$ cat src/rtl/pwm_timer_pkg.sv
package pwm_timer_pkg;
  localparam int unsigned CNT_W = 16;
  localparam int unsigned PRE_W = 8;
  localparam int unsigned SEL_W = 2;
  localparam int unsigned DZ_W  = 8;

  typedef enum logic [1:0] {
    REG_COUNT = 2'd0,
    REG_CMP   = 2'd1,
    REG_CLK   = 2'd2,
    REG_CTRL  = 2'd3
  } reg_addr_e;

  typedef struct packed {
    logic [DZ_W-1:0] dz_len;
    logic [2:0]      rsvd;
    logic            dz_en;
    logic            invert;
    logic            auto_rl;
    logic            manual;
    logic            run;
  } ctrl_t;
endpackage

$ cat src/rtl/pwm_clk_div.sv
module pwm_clk_div #(
  parameter int unsigned PRE_W = 8,
  parameter int unsigned SEL_W = 2
) (
  input  logic             clk_i,
  input  logic             rst_ni,
  input  logic [PRE_W-1:0] presc_i,
  input  logic [SEL_W-1:0] sel_i,
  output logic             pre_tick_o,
  output logic             tick_o
);
  localparam int unsigned DIV_W = 2 ** SEL_W;

  logic [PRE_W-1:0] pre_q;
  logic [DIV_W-1:0] div_q;
  logic [DIV_W-1:0] mask;

  assign pre_tick_o = (pre_q >= presc_i);
  // wraps to all ones for the largest select
  assign mask   = (DIV_W'(2) << sel_i) - DIV_W'(1);
  assign tick_o = pre_tick_o && ((div_q & mask) == mask);

  always_ff @(posedge clk_i or negedge rst_ni) begin
    if (!rst_ni) begin
      pre_q <= '0;
      div_q <= '0;
    end else if (pre_tick_o) begin
      pre_q <= '0;
      div_q <= div_q + DIV_W'(1);
    end else begin
      pre_q <= pre_q + PRE_W'(1);
    end
  end

  a_r2_tick_spaced: assert property (@(posedge clk_i) disable iff (!rst_ni)
    tick_o |=> !tick_o);
endmodule

$ cat src/rtl/pwm_count_core.sv
module pwm_count_core #(
  parameter int unsigned CNT_W = 16
) (
  input  logic             clk_i,
  input  logic             rst_ni,
  input  logic             run_i,
  input  logic             tick_i,
  input  logic             load_i,
  input  logic             auto_rl_i,
  input  logic [CNT_W-1:0] cnt_buf_i,
  input  logic [CNT_W-1:0] cmp_buf_i,
  output logic [CNT_W-1:0] cnt_o,
  output logic [CNT_W-1:0] cmp_o,
  output logic             done_o,
  output logic             irq_o
);
  logic [CNT_W-1:0] cnt_q, cmp_q;
  logic             zero_hit;

  assign zero_hit = run_i && tick_i && (cnt_q == '0);
  assign done_o   = zero_hit && !auto_rl_i;
  assign cnt_o    = cnt_q;
  assign cmp_o    = cmp_q;

  always_ff @(posedge clk_i or negedge rst_ni) begin
    if (!rst_ni) begin
      cnt_q <= '0;
      cmp_q <= '0;
      irq_o <= 1'b0;
    end else begin
      irq_o <= zero_hit;
      if (load_i) begin
        cnt_q <= cnt_buf_i;
        cmp_q <= cmp_buf_i;
      end else if (run_i && tick_i) begin
        if (cnt_q != '0) begin
          cnt_q <= cnt_q - CNT_W'(1);
        end else if (auto_rl_i) begin
          cnt_q <= cnt_buf_i;
          cmp_q <= cmp_buf_i;
        end
      end
    end
  end

  a_r4_step: assert property (@(posedge clk_i) disable iff (!rst_ni)
    (run_i && tick_i && cnt_q != '0 && !load_i) |=> cnt_q == $past(cnt_q) - CNT_W'(1));
  a_r7_hold: assert property (@(posedge clk_i) disable iff (!rst_ni)
    (!run_i && !load_i) |=> ($stable(cnt_q) && $stable(cmp_q)));
  a_r8_cmp_at_reload: assert property (@(posedge clk_i) disable iff (!rst_ni)
    (!load_i && !(zero_hit && auto_rl_i)) |=> $stable(cmp_q));
  a_r3_load: assert property (@(posedge clk_i) disable iff (!rst_ni)
    load_i |=> (cnt_q == $past(cnt_buf_i) && cmp_q == $past(cmp_buf_i)));
  a_r5_irq_single: assert property (@(posedge clk_i) disable iff (!rst_ni)
    irq_o |=> !irq_o);
endmodule

$ cat src/rtl/pwm_dead_zone.sv
module pwm_dead_zone #(
  parameter int unsigned DZ_W = 8
) (
  input  logic            clk_i,
  input  logic            rst_ni,
  input  logic            pwm_i,
  input  logic            pre_tick_i,
  input  logic            dz_en_i,
  input  logic [DZ_W-1:0] dz_len_i,
  output logic            pwm_o,
  output logic            pwm_n_o
);
  logic            prev_q;
  logic [DZ_W-1:0] age_q;
  logic            settled;

  assign settled = (dz_len_i == '0) || ((pwm_i == prev_q) && (age_q >= dz_len_i));

  always_comb begin
    if (dz_en_i) begin
      pwm_o   = pwm_i && settled;
      pwm_n_o = !pwm_i && settled;
    end else begin
      pwm_o   = pwm_i;
      pwm_n_o = !pwm_i;
    end
  end

  always_ff @(posedge clk_i or negedge rst_ni) begin
    if (!rst_ni) begin
      prev_q <= 1'b0;
      age_q  <= '0;
    end else begin
      prev_q <= pwm_i;
      if (pwm_i != prev_q)                  age_q <= '0;
      else if (pre_tick_i && (&age_q) == 1'b0) age_q <= age_q + DZ_W'(1);
    end
  end

  a_r10_no_overlap: assert property (@(posedge clk_i) disable iff (!rst_ni)
    !(pwm_o && pwm_n_o));
  a_r10_edge_gap: assert property (@(posedge clk_i) disable iff (!rst_ni)
    (dz_en_i && dz_len_i != '0 && pwm_i != prev_q) |-> (!pwm_o && !pwm_n_o));
endmodule

$ cat src/rtl/pwm_timer_chan.sv
module pwm_timer_chan
  import pwm_timer_pkg::*;
(
  input  logic             clk_i,
  input  logic             rst_ni,
  input  logic             wr_en_i,
  input  logic [1:0]       wr_addr_i,
  input  logic [CNT_W-1:0] wr_data_i,
  output logic             pwm_o,
  output logic             pwm_n_o,
  output logic             irq_o
);
  logic [CNT_W-1:0] cnt_buf_q, cmp_buf_q, cnt, cmp;
  logic [PRE_W-1:0] presc_q;
  logic [SEL_W-1:0] sel_q;
  logic             run_q, auto_rl_q, inv_q, dz_en_q;
  logic [DZ_W-1:0]  dz_len_q;
  logic             wr_ctrl, load, done, pre_tick, tick, raw;
  ctrl_t            wctrl;

  assign wctrl   = ctrl_t'(wr_data_i);
  assign wr_ctrl = wr_en_i && (wr_addr_i == REG_CTRL);
  // start, or manual load while staying stopped
  assign load    = wr_ctrl && !run_q && (wctrl.run || wctrl.manual);

  always_ff @(posedge clk_i or negedge rst_ni) begin
    if (!rst_ni) begin
      cnt_buf_q <= '0;
      cmp_buf_q <= '0;
      presc_q   <= '0;
      sel_q     <= '0;
      run_q     <= 1'b0;
      auto_rl_q <= 1'b0;
      inv_q     <= 1'b0;
      dz_en_q   <= 1'b0;
      dz_len_q  <= '0;
    end else begin
      if (wr_en_i && wr_addr_i == REG_COUNT) cnt_buf_q <= wr_data_i;
      if (wr_en_i && wr_addr_i == REG_CMP)   cmp_buf_q <= wr_data_i;
      if (wr_en_i && wr_addr_i == REG_CLK) begin
        presc_q <= wr_data_i[PRE_W-1:0];
        sel_q   <= wr_data_i[PRE_W +: SEL_W];
      end
      if (wr_ctrl) begin
        run_q     <= wctrl.run;
        auto_rl_q <= wctrl.auto_rl;
        inv_q     <= wctrl.invert;
        dz_en_q   <= wctrl.dz_en;
        dz_len_q  <= wctrl.dz_len;
      end else if (done) begin
        run_q <= 1'b0;
      end
    end
  end

  pwm_clk_div #(.PRE_W(PRE_W), .SEL_W(SEL_W)) u_clk_div (
    .clk_i, .rst_ni, .presc_i(presc_q), .sel_i(sel_q),
    .pre_tick_o(pre_tick), .tick_o(tick)
  );

  pwm_count_core #(.CNT_W(CNT_W)) u_core (
    .clk_i, .rst_ni, .run_i(run_q), .tick_i(tick), .load_i(load),
    .auto_rl_i(auto_rl_q), .cnt_buf_i(cnt_buf_q), .cmp_buf_i(cmp_buf_q),
    .cnt_o(cnt), .cmp_o(cmp), .done_o(done), .irq_o(irq_o)
  );

  assign raw = (cnt <= cmp) ^ inv_q;

  pwm_dead_zone #(.DZ_W(DZ_W)) u_dz (
    .clk_i, .rst_ni, .pwm_i(raw), .pre_tick_i(pre_tick),
    .dz_en_i(dz_en_q), .dz_len_i(dz_len_q), .pwm_o(pwm_o), .pwm_n_o(pwm_n_o)
  );

  a_r6_oneshot_stop: assert property (@(posedge clk_i) disable iff (!rst_ni)
    (done && !wr_ctrl) |=> !run_q);
  a_r9_no_load_running: assert property (@(posedge clk_i) disable iff (!rst_ni)
    run_q |-> !load);
endmodule

$ cat config.mk
export PLATFORM = sky130hd
export DESIGN_NAME = pwm_timer_chan
export DESIGN_NICKNAME = d
export VERILOG_FILES = /design/src/rtl/pwm_timer_pkg.sv /design/src/rtl/pwm_clk_div.sv /design/src/rtl/pwm_count_core.sv /design/src/rtl/pwm_dead_zone.sv /design/src/rtl/pwm_timer_chan.sv
export SDC_FILE = /design/constraint.sdc
export NUM_CORES = 1
export LEC_CHECK = 0
export ABC_AREA = 1
export BUFFER_PORTS_ARGS = -buffer_cell sky130_fd_sc_hd__buf_2
export CORE_MARGIN = 2
export CORE_UTILIZATION = 39
export DETAILED_ROUTE_END_ITERATION = 6
export GPL_TIMING_DRIVEN = 0
export PLACE_DENSITY = 0.53
export SLEW_MARGIN = 20
export SYNTH_ARGS = -nofsm -noshare
export SYNTH_HDL_FRONTEND = slang
export SYNTH_SLANG_ARGS = --single-unit
export TNS_END_PERCENT = 100
$ cat constraint.sdc
create_clock -name clk_i -period 2.35 [get_ports clk_i]
set_input_delay 0.47 -clock clk_i [delete_from_list [all_inputs] [get_ports clk_i]]
set_output_delay 0.47 -clock clk_i [all_outputs]
set_load 0.01 [all_outputs]
==> results.sh <==
export IMPL_slew_headroom=0.683
export IMPL_path_max_fanout=4
export IMPL_cts_hold_buffers=0
export IMPL_fp_coreArea_um2=14500
export IMPL_wl_per_cell_um=14.8
export IMPL_setup_viol=2
export IMPL_period_share=1.19
export IMPL_dp_slack_ps=-443
export IMPL_syn_num_nets=750
export IMPL_yosysSeqAreaShare=0.470
export IMPL_worstHoldPathType="input pin to asynchronous set/reset pin"
export IMPL_drt_pass1_iterations=4
export IMPL_antenna_found_initial=0
export IMPL_cts_buffer_depth=2
export IMPL_track_usage=0.184
export IMPL_io_pins=24
export IMPL_rsz0062_at_grt="yes"
export IMPL_cp_end_kind="primary output"
export IMPL_dpl_hpwl_um=10300
export IMPL_portBuffers=23
export IMPL_reg2reg_depth=13
export IMPL_outcome="finished with violations"
export IMPL_syn_area_um2=5750
export IMPL_synth_async_sr_flop_share=1.00
export IMPL_vias_per_cell=4.88
export IMPL_drive_gt1_frac=0.164
export IMPL_final_core_util=0.468
export IMPL_violations="setup timing"
export IMPL_area_growth_pct=17.9
export IMPL_hold_violations=0
export IMPL_min_period_ps=2800
export IMPL_ant_nets=0
export IMPL_cts_reportedPaths_clkPinSlew_ps=70
export IMPL_die_w_um=125
export IMPL_syn_area_per_cell_um2=8.31
export IMPL_overflow=0
export IMPL_whs_ps=5.95
export IMPL_tns_ps=-894
export IMPL_worst_pin_slew_ps=475
export IMPL_fmax_mhz=357
export IMPL_drv_cap=0
export IMPL_root_buffer="clkbuf_16"
export IMPL_yosys_warnings=0
export IMPL_rows=44
export IMPL_crit_arrival_ps=2330
export IMPL_cts_tree="yes"
export IMPL_gp_congestion=0.832
export IMPL_path_class="register to primary output"
export IMPL_fp_dieH_um=125
export IMPL_initialDrtViolationCount=183
export IMPL_num_nets_final=802
export IMPL_skew_ps=7.88
export IMPL_drt_wl_total_um=13800
export IMPL_vias=4551
export IMPL_ys_seq_elements=108
export IMPL_first_global_vias=4634
export IMPL_grt_max_degree=74
export IMPL_ir_drop_uv=396
export IMPL_antenna_cells=0
export IMPL_postSynthCellCount=692
export IMPL_drc=0
export IMPL_cts_made_buffers=9
export IMPL_final_max_slew_viol_count=0
export IMPL_p_per_area_nw_per_um2=1090
export IMPL_synth_edff_count=0
export IMPL_cp_start_kind="register"
export IMPL_worstPathRequired_ps=1880
export IMPL_synth_distinct_cells=43
export IMPL_power_leakage_nw=3.39
export IMPL_fin_ws_ps=-448
export IMPL_grt_pass1_wl_um=23000
export IMPL_clk_latency_ps=350
export IMPL_h_tree_depth=3
export IMPL_cts_sinks=108
export IMPL_dieArea_um2=15700
export IMPL_start_util=0.397
export IMPL_synthFlopType="dfrtp_1"
## worst max-delay path, stage by stage, from the launching register on
cell and delay, ps:
dfrtp_1 430, ha_1 350, a21oi_1 150, nand2_1 70, a21oi_1 240, nand2_4 130, nand3_4 100, nand3_2 60
nand2_2 90, nand2_2 70, a21oi_2 130, buf_2 130
## final cells by class
cell class / instances / area, um2
fill: 1420 / 7700
multi-input combinational: 478 / 2790
sequential: 108 / 2710
inverter: 87 / 329
timing repair buffer: 41 / 280
clock buffer: 11 / 253
tap: 184 / 230
buffer: 19 / 118
clock inverter: 4 / 72.6
## cell usage in the layout (no fill, tap or decap), drive strengths merged
cell / instances
mux2i: 2
clkbuf: 23
mux2: 1
clkinv: 1
a21boi: 1
nor3: 14
bufinv: 2
nand3b: 1
nor3b: 2
xnor2: 4
clkinvlp: 1
dfrtp: 108
and3: 2
o2111ai: 2
a31o: 1
o22ai: 1
nand2: 190
xor2: 10
nand4: 9
ha: 37
o21ai: 79
a22oi: 1
or2: 3
nand3: 40
a21oi: 26
nor4: 2
o21bai: 1
buf: 48
inv: 87
nor2: 48
a21o: 1
## synthesized netlist by cell type (all sizes together), types with 3 or more instances
cell type	instances	area share
nand2	190	0.13
clkbuf	11	0.0072
a21oi	26	0.023
xnor2	4	0.0061
buf	8	0.013
nand3	40	0.036
xor2	10	0.015
nor2	48	0.039
nor3	14	0.016
inv	87	0.057
o21ai	79	0.069
ha	37	0.080
nand4	9	0.012
dfrtp	108	0.47
or2	3	0.0033
## routing by layer
metal,share of wire,track usage
met1,0.46,0.245
met4,0.030,0.0791
met2,0.48,0.303
met5,0,0
met3,0.024,0.0261
## report_power, final
group | switching [mW] | internal [mW] | leakage [nW]
registers | 0.340 | 2.28 | 1.38
logic | 1.82 | 1.30 | 1.85
clock network | 0.677 | 0.985 | 0.158
## stage by stage
stage | instances | power, mW | cell area (um2)
global placement | 899 | 5.07 | 6100
global route | 932 | 8.03 | 6780
CTS | 929 | 7.20 | 6650
floorplan | 692 | 4.46 | 5750
finish | 932 | 7.40 | 6780
detailed placement | 900 | 5.15 | 6130
## sequential cells by signal, indices dropped and copies added (netlist names)
| register | cells |
|---|---|
| u_core.cnt_o | 16 |
| inv_q | 1 |
| u_dz.age_q | 8 |
| u_core.cmp_o | 16 |
| u_clk_div.div_q | 4 |
| sel_q | 2 |
| auto_rl_q | 1 |
| u_core.irq_o | 1 |
| run_q | 1 |
| cmp_buf_q | 16 |
| dz_en_q | 1 |
| cnt_buf_q | 16 |
| dz_len_q | 8 |
| u_clk_div.pre_q | 8 |
| presc_q | 8 |
| u_dz.prev_q | 1 |
## repair_timing
item / 4_1_cts / 5_1_grt
pin swaps: 10 / 8
buffers inserted: 14 / 3
resized for setup: 28 / 19
setup endpoints to repair: 8 / 22
## cells by family (layout without fill, tap and decap cells)
kind of cell,Yosys count,in the layout,synth area share
AOI/OAI and AO/OA,113,113,0.103
xor gates and xnor gates,14,14,0.0213
adders and majority gates,37,37,0.0805
buffers and inverters,106,162,0.0772
DFF,108,108,0.470
muxes,3,3,0.00544
and+or+nand+nor,311,311,0.242
## path summary, 6_finish.rpt
path                                               from                           end  slack, ps
hold / removal                                   rst_ni   u_core.cnt_o[4]$_DFFE_PN0P_          6
hold reg to reg            u_core.cmp_o[14]$_DFFE_PN0P_  u_core.cmp_o[14]$_DFFE_PN0P_        470
max in group asynchronous                        rst_ni     u_dz.age_q[1]$_DFFE_PN0P_       1660
setup reg to reg           u_core.cnt_o[11]$_DFFE_PN0P_     u_dz.age_q[4]$_DFFE_PN0P_        160
min in group clk_i                        wr_data_i[12]     cnt_buf_q[12]$_DFFE_PN0P_        440
setup / recovery           u_core.cnt_o[11]$_DFFE_PN0P_                       pwm_n_o       -450
Note: power is estimated with default switching activity, not from simulation.
